## config.mk

```make
export PLATFORM = sky130hd
export DESIGN_NAME = uart_rx_engine
export DESIGN_NICKNAME = d
export VERILOG_FILES = /design/src/rtl/uart_rx_pkg.sv /design/src/rtl/uart_rx_sampler.sv /design/src/rtl/uart_rx_fifo.sv /design/src/rtl/uart_rx_status.sv /design/src/rtl/uart_rx_engine.sv
export SDC_FILE = /design/constraint.sdc
export NUM_CORES = 1
export LEC_CHECK = 0
export BUFFER_PORTS_ARGS = -buffer_cell sky130_fd_sc_hd__buf_4
export CELL_PAD_IN_SITES_DETAIL_PLACEMENT = 0
export CELL_PAD_IN_SITES_GLOBAL_PLACEMENT = 1
export CORE_UTILIZATION = 40
export CTS_CLUSTER_DIAMETER = 120
export DETAILED_ROUTE_END_ITERATION = 6
export PLACE_DENSITY_LB_ADDON = 0.1
export SETUP_SLACK_MARGIN = 0.3
export SLEW_MARGIN = 10
export SYNTH_ARGS = -nofsm -noshare
export SYNTH_HDL_FRONTEND = slang
export SYNTH_SLANG_ARGS = --single-unit
```

## constraint.sdc

```tcl
create_clock -name clk -period 6.7 [get_ports clk]
set_clock_uncertainty 0.15 [all_clocks]
set_input_delay 1.34 -clock clk [delete_from_list [all_inputs] [get_ports clk]]
set_output_delay 1.34 -clock clk [all_outputs]
set_load 0.01 [all_outputs]
```

## src/rtl/uart_rx_pkg.sv

```systemverilog
package uart_rx_pkg;

  localparam int CHAR_W = 9;

  localparam logic [1:0] PAR_EVEN = 2'b01;
  localparam logic [1:0] PAR_ODD  = 2'b10;

  typedef enum logic [2:0] {
    RX_IDLE,
    RX_START,
    RX_DATA,
    RX_PARITY,
    RX_STOP,
    RX_WAIT_HIGH
  } rx_state_e;

  typedef struct packed {
    logic [CHAR_W-1:0] data;
    logic              perr;
    logic              ferr;
  } rx_char_t;

endpackage

```

## src/rtl/uart_rx_sampler.sv

```systemverilog
module uart_rx_sampler
  import uart_rx_pkg::*;
#(
  parameter int OVERSAMPLE = 16
) (
  input  logic       clk,
  input  logic       rst_n,
  input  logic       tick,
  input  logic       rx_line,
  input  logic       nine_bit,
  input  logic [1:0] parity_mode,
  input  logic       hold,
  output logic       char_valid,
  output rx_char_t   char_out
);

  localparam int CW      = $clog2(OVERSAMPLE);
  localparam int MID_CNT = OVERSAMPLE / 2 - 1;
  localparam int END_CNT = OVERSAMPLE - 1;

  logic [1:0]        sync_q;
  logic              rx_s;
  rx_state_e         state;
  logic [CW-1:0]     cnt;
  logic [3:0]        bit_idx;
  logic [CHAR_W-1:0] shreg;
  logic              perr_q;
  logic              par_on;
  logic [3:0]        last_idx;
  logic              at_mid;
  logic              at_end;

  assign rx_s     = sync_q[1];
  assign par_on   = !nine_bit && (parity_mode == PAR_EVEN || parity_mode == PAR_ODD);
  assign last_idx = nine_bit ? 4'd8 : 4'd7;
  assign at_mid   = (cnt == CW'(MID_CNT));
  assign at_end   = (cnt == CW'(END_CNT));

  always_ff @(posedge clk or negedge rst_n) begin
    if (!rst_n) begin
      sync_q <= 2'b11;
    end else begin
      sync_q <= {sync_q[0], rx_line};
    end
  end

  always_ff @(posedge clk or negedge rst_n) begin
    if (!rst_n) begin
      state      <= RX_IDLE;
      cnt        <= '0;
      bit_idx    <= '0;
      shreg      <= '0;
      perr_q     <= 1'b0;
      char_valid <= 1'b0;
      char_out   <= '0;
    end else begin
      char_valid <= 1'b0;
      if (tick) begin
        unique case (state)
          RX_IDLE: begin
            if (!hold && !rx_s) begin
              state <= RX_START;
              cnt   <= '0;
            end
          end
          RX_START: begin
            if (at_mid) begin
              cnt <= '0;
              if (!rx_s) begin
                state   <= RX_DATA;
                bit_idx <= '0;
                shreg   <= '0;
                perr_q  <= 1'b0;
              end else begin
                state <= RX_IDLE;
              end
            end else begin
              cnt <= cnt + 1'b1;
            end
          end
          RX_DATA: begin
            if (at_end) begin
              cnt            <= '0;
              shreg[bit_idx] <= rx_s;
              if (bit_idx == last_idx) begin
                state <= par_on ? RX_PARITY : RX_STOP;
              end else begin
                bit_idx <= bit_idx + 1'b1;
              end
            end else begin
              cnt <= cnt + 1'b1;
            end
          end
          RX_PARITY: begin
            if (at_end) begin
              cnt    <= '0;
              perr_q <= (^shreg[7:0]) ^ rx_s ^ (parity_mode == PAR_ODD);
              state  <= RX_STOP;
            end else begin
              cnt <= cnt + 1'b1;
            end
          end
          RX_STOP: begin
            if (at_end) begin
              cnt           <= '0;
              char_valid    <= 1'b1;
              char_out.data <= shreg;
              char_out.perr <= perr_q;
              char_out.ferr <= !rx_s;
              state         <= rx_s ? RX_IDLE : RX_WAIT_HIGH;
            end else begin
              cnt <= cnt + 1'b1;
            end
          end
          RX_WAIT_HIGH: begin
            if (rx_s) begin
              state <= RX_IDLE;
            end
          end
          default: state <= RX_IDLE;
        endcase
      end
    end
  end

endmodule

```

## src/rtl/uart_rx_fifo.sv

```systemverilog
module uart_rx_fifo
  import uart_rx_pkg::*;
#(
  parameter int DEPTH = 4
) (
  input  logic                       clk,
  input  logic                       rst_n,
  input  logic                       push_valid,
  input  rx_char_t                   push_data,
  input  logic                       pop_req,
  output rx_char_t                   head,
  output logic [$clog2(DEPTH+1)-1:0] fill,
  output logic                       empty,
  output logic                       overrun
);

  localparam int AW   = (DEPTH > 1) ? $clog2(DEPTH) : 1;
  localparam int CNTW = $clog2(DEPTH + 1);

  logic [AW-1:0] wr_ptr;
  logic [AW-1:0] rd_ptr;
  logic          full;
  logic          accept;
  logic          pop_eff;
  rx_char_t      slot_data [DEPTH];

  assign full    = (fill == CNTW'(DEPTH));
  assign empty   = (fill == '0);
  assign pop_eff = pop_req && !empty;
  assign accept  = push_valid && (!full || pop_eff);
  assign overrun = push_valid && full && !pop_eff;
  assign head    = slot_data[rd_ptr];

  for (genvar i = 0; i < DEPTH; i++) begin : g_slot
    rx_char_t slot_q;
    always_ff @(posedge clk or negedge rst_n) begin
      if (!rst_n) begin
        slot_q <= '0;
      end else if (accept && wr_ptr == AW'(i)) begin
        slot_q <= push_data;
      end
    end
    assign slot_data[i] = slot_q;
  end

  function automatic logic [AW-1:0] next_ptr(input logic [AW-1:0] p);
    return (p == AW'(DEPTH - 1)) ? '0 : p + 1'b1;
  endfunction

  always_ff @(posedge clk or negedge rst_n) begin
    if (!rst_n) begin
      wr_ptr <= '0;
      rd_ptr <= '0;
      fill   <= '0;
    end else begin
      if (accept) begin
        wr_ptr <= next_ptr(wr_ptr);
      end
      if (pop_eff) begin
        rd_ptr <= next_ptr(rd_ptr);
      end
      if (accept && !pop_eff) begin
        fill <= fill + 1'b1;
      end else if (pop_eff && !accept) begin
        fill <= fill - 1'b1;
      end
    end
  end

endmodule

```

## src/rtl/uart_rx_status.sv

```systemverilog
module uart_rx_status #(
  parameter int DEPTH = 4
) (
  input  logic                       clk,
  input  logic                       rst_n,
  input  logic [$clog2(DEPTH+1)-1:0] fill,
  input  logic                       overrun_evt,
  input  logic                       ovr_clr,
  input  logic [1:0]                 irq_sel,
  output logic                       irq,
  output logic                       ovr
);

  localparam int CNTW = $clog2(DEPTH + 1);
  localparam int LVL3 = (DEPTH < 3) ? DEPTH : 3;

  logic [CNTW-1:0] level;

  always_comb begin
    unique case (irq_sel)
      2'b10:   level = CNTW'(LVL3);
      2'b11:   level = CNTW'(DEPTH);
      default: level = CNTW'(1);
    endcase
  end

  assign irq = (fill >= level);

  always_ff @(posedge clk or negedge rst_n) begin
    if (!rst_n) begin
      ovr <= 1'b0;
    end else if (overrun_evt) begin
      ovr <= 1'b1;
    end else if (ovr_clr) begin
      ovr <= 1'b0;
    end
  end

endmodule

```

## src/rtl/uart_rx_engine.sv

```systemverilog
module uart_rx_engine
  import uart_rx_pkg::*;
#(
  parameter int OVERSAMPLE = 16,
  parameter int FIFO_DEPTH = 4
) (
  input  logic       clk,
  input  logic       rst_n,
  input  logic       baud_tick,
  input  logic       rx_serial,
  input  logic       cfg_nine_bit,
  input  logic [1:0] cfg_parity,
  input  logic [1:0] cfg_irq_sel,
  output logic       rd_valid,
  input  logic       rd_ready,
  output logic [8:0] rd_data,
  output logic       rd_perr,
  output logic       rd_ferr,
  output logic       ovr_err,
  input  logic       ovr_clr,
  output logic       rx_irq
);

  localparam int CNTW = $clog2(FIFO_DEPTH + 1);

  logic            char_valid;
  rx_char_t        char_new;
  rx_char_t        head;
  logic [CNTW-1:0] fill_cnt;
  logic            q_empty;
  logic            overrun_evt;

  uart_rx_sampler #(.OVERSAMPLE(OVERSAMPLE)) u_sampler (
    .clk        (clk),
    .rst_n      (rst_n),
    .tick       (baud_tick),
    .rx_line    (rx_serial),
    .nine_bit   (cfg_nine_bit),
    .parity_mode(cfg_parity),
    .hold       (ovr_err),
    .char_valid (char_valid),
    .char_out   (char_new)
  );

  uart_rx_fifo #(.DEPTH(FIFO_DEPTH)) u_fifo (
    .clk       (clk),
    .rst_n     (rst_n),
    .push_valid(char_valid),
    .push_data (char_new),
    .pop_req   (rd_ready),
    .head      (head),
    .fill      (fill_cnt),
    .empty     (q_empty),
    .overrun   (overrun_evt)
  );

  uart_rx_status #(.DEPTH(FIFO_DEPTH)) u_status (
    .clk        (clk),
    .rst_n      (rst_n),
    .fill       (fill_cnt),
    .overrun_evt(overrun_evt),
    .ovr_clr    (ovr_clr),
    .irq_sel    (cfg_irq_sel),
    .irq        (rx_irq),
    .ovr        (ovr_err)
  );

  assign rd_valid = !q_empty;
  assign rd_data  = head.data;
  assign rd_perr  = head.perr;
  assign rd_ferr  = head.ferr;

endmodule

```

Word-level counts from Yosys, hierarchy flattened
Index checks and enable logic that the tools add are counted.
Word-level totals
  flip-flop bits (word level): 87
  output and inout port bits: 14
Operators by class
  reduce and logical (&&, ||, !) cells: 38
  add/subtract/negate cells: 6
  equality and inequality tests: 26
  order comparisons: 4
  bitwise gates (word level): 3
  muxes and demuxes: 45
Operators with widths (number)
  3-bit 2-to-1 mux: 11
  4-bit 2-to-1 mux: 8
  9-bit 2-to-1 mux: 3
  11-bit binary-select mux with 2-bit select: 1
  11-bit 2-to-1 mux: 2
  3-bit one-hot mux with 6 select lines: 1
  9-bit one-hot mux with 2 select lines: 1
  2-bit by 1-bit != test with 1-bit output (second input constant): 7
  1-bit logical AND: 13
  2-bit == test (second input constant): 6
  4-bit one-hot mux with 3 select lines: 1
  5-bit AND reduction: 2
  9-bit bitwise mux: 1
  3-bit == test (second input constant): 3
  1-bit 2-to-1 mux: 9
  4-bit by 1-bit adder with 4-bit output (second input constant): 2
  4-bit one-hot mux with 2 select lines: 1
  8-bit AND reduction: 1
  2-bit nonzero test: 4
  8-bit parity: 1
  1-bit zero test: 7
  3-bit by 2-bit == test with 1-bit output (second input constant): 2
  3-bit zero test: 2
  2-bit 2-to-1 mux: 3
  other kinds (24): 30

Longest topological paths before layout
Gate-level depths: netlist of the first run.
  word-level depth: 9
  mapped depth: 9
  mapped depth without buffers: 8

By module
From an unflattened synthesis of the first run, not the netlist that was laid out.
Second synthesis, totals
  cells, all modules: 357
  area, all modules: 4425.5 um2
By module, submodules not included
  uart_rx_fifo: seq. area each 1276.2 um2, instances 1, cells an instance 146, area an instance 2348.5 um2
  uart_rx_sampler: seq. area each 878.3 um2, instances 1, cells an instance 197, area an instance 1965.6 um2
  uart_rx_status: seq. area each 25.0 um2, instances 1, cells an instance 13, area an instance 107.6 um2
  uart_rx_engine: seq. area each 0.0 um2, instances 1, cells an instance 1, area an instance 3.8 um2

Least setup slack after synthesis of the first run
Ideal clock, no wire load.
  kind: input to output
  start point: input port cfg_irq_sel[0]
  end point: output port rx_irq
  path buffers: 0
  stages: 5
  setup slack: 3.072 ns
  data required time: 5.210 ns
  data arrival time: 2.138 ns
  cell sequence: nand2_1 ha_1 nand2b_1 a21o_1 a21o_1
On the way
  word-level cells in the longest chain between the ends: 3
  elaborated cells between the ends (all ways): 4
  those cells by class: 1 x order compare; 2 x eq/ne; 1 x mux
RTL lines
  start: declaration: line uart_rx_engine.sv:13  | input logic [1:0] cfg_irq_sel,
  2-bit == test: line uart_rx_status.sv:20  | unique case (irq_sel)
  3-bit one-hot mux with 2 select lines *: line uart_rx_status.sv:20
  3-bit >= comparator *: line uart_rx_status.sv:27  | assign irq = (fill >= level);
  end: declaration: line uart_rx_engine.sv:21  | output logic rx_irq
Mark *: on every way between the ends. The rest lies on a longest branch, timed or not.

Worst setup path after layout of the first run
Same ends and word-level chain as after synthesis.

==> metrics.txt, run 1 <==
worst setup margin 2.84 ns; Sw Ratio 28.2%; Period minus WS final roughly 3.9 ns; maximum VDD drop around 210 µV; end of the worst register-to-register path u_fifo.fill[2]; Post-Synthesis Cell Area 4710 µm²; Initial Util 41.1%; Hold Path Class reg -> reg; post-synth top area cell dfrtp_1; Die W roughly 110 µm; Worst Path Arrival 2.37 ns; worst hold stages 0; syn_area_per_cell 12.9 µm²; Pwr per Cell Area around 250 nW/µm²; R2R Setup Slk between 3 and 4 ns; Die Height about 110 µm; Psw approximately 370 µW; WL final 8.76 mm; initial antenna violation count 0; global-route wire length before repair ~15 mm; Post-synth EDFFs 0; area of the core about 11000 µm²; Yosys reg bits 87; PortBufs 24; hold path start u_sampler.sync_q[0]; CP Capture Type output pin; WL met3 264 µm; Critical Path RT 5.21 ns; DRC viols 0; largest net degree at the start of global routing 68; r2r worst-path depth 8; setup bufs post-CTS 0; FFs w/ async S/R, synth 100%; Hold Path Sink u_sampler.sync_q[1]; DP Wirelength around 6.0 mm; DRT met1 WL roughly 4.3 mm; post-layout power 1.33 mW; Max Slew Vio Count 0; worst-margin pin slew ~1.0 ns; vias in the first global route 2883; # setup viols final 0; Final Cell Area around 5200 µm²; clk sinks between 80 and 90; GRT Total Usage roughly 16%; Comb power frac 14.5%; CTS max path bufs 2; worst skew pair latency 0.34 ns; Seq pwr share a little under half; share of layout cells above drive strength 1 32.8%; grt ovf 0; leading post-synthesis cells by cell area dfrtp_1 (45%), mux2_4 (14%), mux4_2 (5.3%); DR WL met2 4.13 mm; Syn Inst Count ~370; Clock Power Share 37.8%; sequential area share after synthesis 46.3%; period utilization between 50 and 60%; TritonCTS clock tree built; P&R area growth vs syn 10.5%; Max Clk Rate approximately 260 MHz; 1st-pass router iterations 4; Reg clk slew, reported paths 0.06 ns; Net Count, Synth ~390; RSZ-0062 raised after global routing no; Setup WS pre-CTS around 2.8 ns; # diodes 0; outcome finished, final reports clean; crit path max fanout 2; die area around 12000 µm²; final hold vios 0; initial drt markers 96; Slew HR 30.9%; Final TNS setup 0 ns; Internal ~950 µW; uppermost layer routed met4; WS Path Type in -> out; Placed Area 4910 µm²; P_leak roughly 2.5 nW; Clock Root Buffer clkbuf_16; startpoint type of the worst setup path primary input; Via Count about 2800; Final #Nets roughly 400; Synth top area share a little under half; H-tree depth 3; Ys Warns 0; Num CTS Buffers 9; Routed Antenna Nets 0; # IOs 25; DR vias/cell slightly above 5; Post-CTS Resized 0; wire length per cell between 15 and 20 µm; Reg-to-Reg Start u_fifo.fill[2]; final core utilization a little under half; num rows 39; count of different cell masters after synthesis 56; GPL Wtd Cong ~0.75; Max-Cap Viols 0; # hold bufs at CTS 0; Top FF cell, synth dfrtp_1
-- registers in the layout (all words and copies together), names as in the netlist, 2 cells and up --
name	count
u_sampler.sync_q	2
u_fifo.wr_ptr	2
u_fifo.rd_ptr	2
u_sampler.char_out	11
u_sampler.cnt	4
u_sampler.shreg	9
u_fifo.fill	3
u_fifo.g_slot.slot_q	44
u_sampler.state	3
u_sampler.bit_idx	4
-- cells in the mapped netlist (5+ instances only) --
cell type  count
mux2_4        45
mux2_2         9
inv_1         11
mux4_2        11
nand2b_1       5
o21ai_0       17
ha_1          15
dfrtp_1       85
nand3_1        5
nor2_1        11
a22o_1        11
nand2_1       47
buf_2          7
xnor2_1        9
-- cell type report --
| type | count | area [µm²] |
|---|---|---|
| multi-input combinational | 251 | 2320 |
| fill | 1071 | 6260 |
| timing repair buffer | 25 | 188 |
| clock buffer | 10 | 229 |
| tap | 143 | 179 |
| inverter | 11 | 41.3 |
| sequential | 87 | 2180 |
| clock inverter | 6 | 67.6 |
-- metal layers --
metal	track usage [%]	up-vias
met5	0	-
met4	4.98	0
met3	4.34	10
met2	24.8	34
met1	21.3	1364
li1	-	1346
-- layout by cell type, fill, tap and decap left out, types with 3 or more instances in the layout --
master,count
nor2_1,11
nor2b_1,3
mux4_2,11
nor3_2,4
mux2_2,9
xor2_1,4
a22o_1,11
nor3_1,4
ha_1,15
a21o_1,4
nand2b_1,5
o21ai_1,3
o21ai_0,17
buf_4,25
nand3_1,5
o22ai_1,3
xnor2_1,9
nand2_1,47
nand2_4,4
inv_1,11
clkbuf_16,9
dfrtp_1,85
mux2_4,45
-- logic make-up after synthesis --
group / Yosys count / synth area share, %
simple gates: 103 / 12.5
flops: 87 / 46.3
xor+xnor: 13 / 2.42
buf+inv: 28 / 4.46
fa+ha+maj: 16 / 4.41
compound gates: 54 / 8.20
mux: 65 / 21.7
-- power by group through the flow --
stage          combinational [mW]  clock (mW)  sequential [mW]
4_1_cts                     0.195       0.520            0.636
6_report                    0.192       0.501            0.633
3_5_place_dp                0.195           0            0.645
2_1_floorplan               0.178           0            0.597
3_3_place_gp                0.192           0            0.645
5_1_grt                     0.224       0.539            0.644
-- critical path, cell delays in order --
cell and delay [ns]:
buf_4 0.11, nand2_1 0.08, ha_1 0.22, nand2b_1 0.14, a21o_1 0.17, a21o_1 0.17, buf_4 0.13
-- through the flow --
step,instances,hold WS (ns)
finish,533,0.205
global route,533,0.217
CTS,533,0.208
detailed placement,517,0.199
global placement,517,0.198
floorplan,366,0.195
-- how the worst max path moves through the flow --
stage	from	end	depth (start not counted)
floorplan	cfg_irq_sel[0]	rx_irq	5
global placement	cfg_irq_sel[0]	rx_irq	7
detailed placement	cfg_irq_sel[0]	rx_irq	7
CTS	cfg_irq_sel[0]	rx_irq	7
finish	cfg_irq_sel[0]	rx_irq	7
global route	cfg_irq_sel[1]	rx_irq	7
(Power assumes the default switching activity.)
==> run 2: changes to the inputs <==
Settings changed: ABC_AREA set to 1.
Clock period 6.7 ns to 3.2 ns, I/O delays scaled along.
==> metrics.txt, run 2 <==
setup bufs post-CTS 0; Period minus WS final about 2.5 ns; wire length per cell approximately 14 µm; P_leak 2.78 nW; Yosys reg bits 87; Post-Synthesis Cell Area 4710 µm²; area of the core roughly 11000 µm²; Syn Inst Count 615; Psw approximately 1.3 mW; clk sinks 87; Initial Util roughly 41%; count of different cell masters after synthesis 32; Pwr per Cell Area between 600 and 700 nW/µm²; # hold bufs at CTS 0; Seq pwr share 35.4%; # setup viols final 0; DP Wirelength between 7 and 8 mm; Max-Cap Viols 0; CTS max path bufs 2; Num CTS Buffers 9; Internal 2.43 mW; WL final about 11 mm; Sw Ratio 34.3%; worst setup margin about 0.73 ns; CP Capture Type output pin; Net Count, Synth ~640; H-tree depth 3; outcome finished, final reports clean; 1st-pass router iterations 5; end of the worst register-to-register path u_fifo.g_slot[2].slot_q[4]; Clock Power Share around a third; GPL Wtd Cong 0.804; initial antenna violation count 0; post-synth top area cell dfrtp_1; syn_area_per_cell about 7.7 µm²; Max Clk Rate roughly 400 MHz; # diodes 0; Synth top area share a little under half; top-count cell post-synth nand2_1; r2r worst-path depth 10; Via Count a little under 4000; Final #Nets ~660; Hold Path Class in -> async; FFs w/ async S/R, synth between 90% and 100%; R2R Setup Slk 0.98 ns; Top FF cell, synth dfrtp_1; Reg-to-Reg Start u_fifo.fill[0]; largest net degree at the start of global routing 49; Die Height around 110 µm; crit path max fanout 23; DR vias/cell roughly 5.0; top flop regs u_fifo.g_slot.slot_q: 44 flops, u_sampler.char_out: 11 flops, u_sampler.shreg: 9 flops; Reg clk slew, reported paths roughly 0.06 ns; grt ovf 0; sequential area share after synthesis roughly 46%; most common cell after layout, fill and taps aside nand2_1; # IOs 25; leading post-synthesis cells by cell area dfrtp_1 (45%), nand2_1 (17%), o21ai_0 (6.8%); worst skew pair latency 0.34 ns; vias in the first global route roughly 3700; final hold vios 0; Critical Path RT roughly 2.4 ns; Clock Root Buffer clkbuf_16; GRT Total Usage a little under a fifth; Top reg by flops u_fifo.g_slot.slot_q; Die W around 110 µm; Comb power frac about 32%; max FFs per register between 40 and 50; WS Path Type reg -> out; Setup WS pre-CTS between 0.8 and 0.9 ns; DRC viols 0; Post-CTS Resized 0; Final TNS setup 0 ns; synth cell count leaders nand2_1 (217), dfrtp_1 (85), o21ai_0 (64), nor2_1 (51), inv_1 (40); num rows 39; Slew HR about 59%; worst-margin pin slew between 0.6 and 0.7 ns; global-route wire length before repair around 18 mm; Ys Warns 0; period utilization between 70% and 80%; maximum VDD drop 656 µV; RSZ-0062 raised after global routing no; share of layout cells above drive strength 1 between 10% and 20%; die area between 10000 and 15000 µm²; TritonCTS clock tree built; Routed Antenna Nets 0; Max Slew Vio Count 0; Post-synth EDFFs 0; initial drt markers roughly 190; most frequent cells in the layout nand2_1 (217), dfrtp_1 (85), o21ai_0 (64), nor2_1 (51), inv_1 (40); Worst Path Arrival 1.68 ns; startpoint type of the worst setup path flip-flop; P&R area growth vs syn 13.3%; PortBufs 24
## run 2: worst max-delay path, stage by stage, from the launching register on
cell and delay (ns):
dfrtp_1 0.37, inv_1 0.46, o21ai_0 0.15, o22ai_1 0.20, buf_4 0.16
## run 2: power groups by stage
stage,Combinational (mW),Sequential (mW),Clock [mW]
4_1_cts,1.20,1.32,1.25
6_report,1.18,1.31,1.21
3_3_place_gp,1.18,1.33,0
2_1_floorplan,0.856,1.29,0
5_1_grt,1.35,1.33,1.29
3_5_place_dp,1.19,1.34,0
## run 2: final cells by class
| type | count | area (µm²) |
|---|---|---|
| inverters | 47 | 179 |
| well taps | 143 | 179 |
| multi-input cells | 456 | 2200 |
| fillers | 1122 | 6130 |
| clock inverters | 6 | 108 |
| flip-flops and latches | 87 | 2180 |
| clock buffers | 10 | 239 |
| repair buffers | 34 | 255 |
## run 2: worst max path at each step
stage,startpoint,to,cells past startpoint
floorplan,u_fifo.fill[0],u_fifo.fill[1],11
global placement,rd_ready,u_fifo.g_slot[2].slot_q[2],9
detailed placement,cfg_irq_sel[0],rx_irq,6
CTS,u_fifo.rd_ptr[0],rd_ferr,4
global route,u_fifo.rd_ptr[0],rd_data[8],4
finish,u_fifo.rd_ptr[0],rd_ferr,4
## run 2: per-layer routing
metal  global-route usage [%]  routed length (µm)  vias to the layer above
met2                     31.6                5280                       47
met1                     24.7                5160                     1835
met4                     6.67                 139                        0
met3                     2.96                 232                       10
met5                        0                   0                        -
li1                         -                   -                     2020
## run 2: logic make-up after synthesis
logic type                 Yosys count  synth area share, %
and+or+nand+nor                    317                 27.6
muxes                                1                0.239
adders and majority gates           16                 4.41
buffers and inverters               72                 7.09
AOI/OAI and AO/OA                  115                 13.1
xor gates and xnor gates             7                 1.30
DFF                                 87                 46.2
## run 2: per-stage QoR
step                utilization (%)  hold slack, ns  instances  instance area (µm²)  power, mW
global placement               43.5           0.197        767                 4990       2.51
CTS                            46.6          0.0631        783                 5340       3.76
floorplan                         -           0.194        615                 4710       2.15
global route                   46.6          0.0846        783                 5340       3.97
finish                         46.6          0.0562        783                 5340       3.71
detailed placement             43.5           0.199        767                 4990       2.53
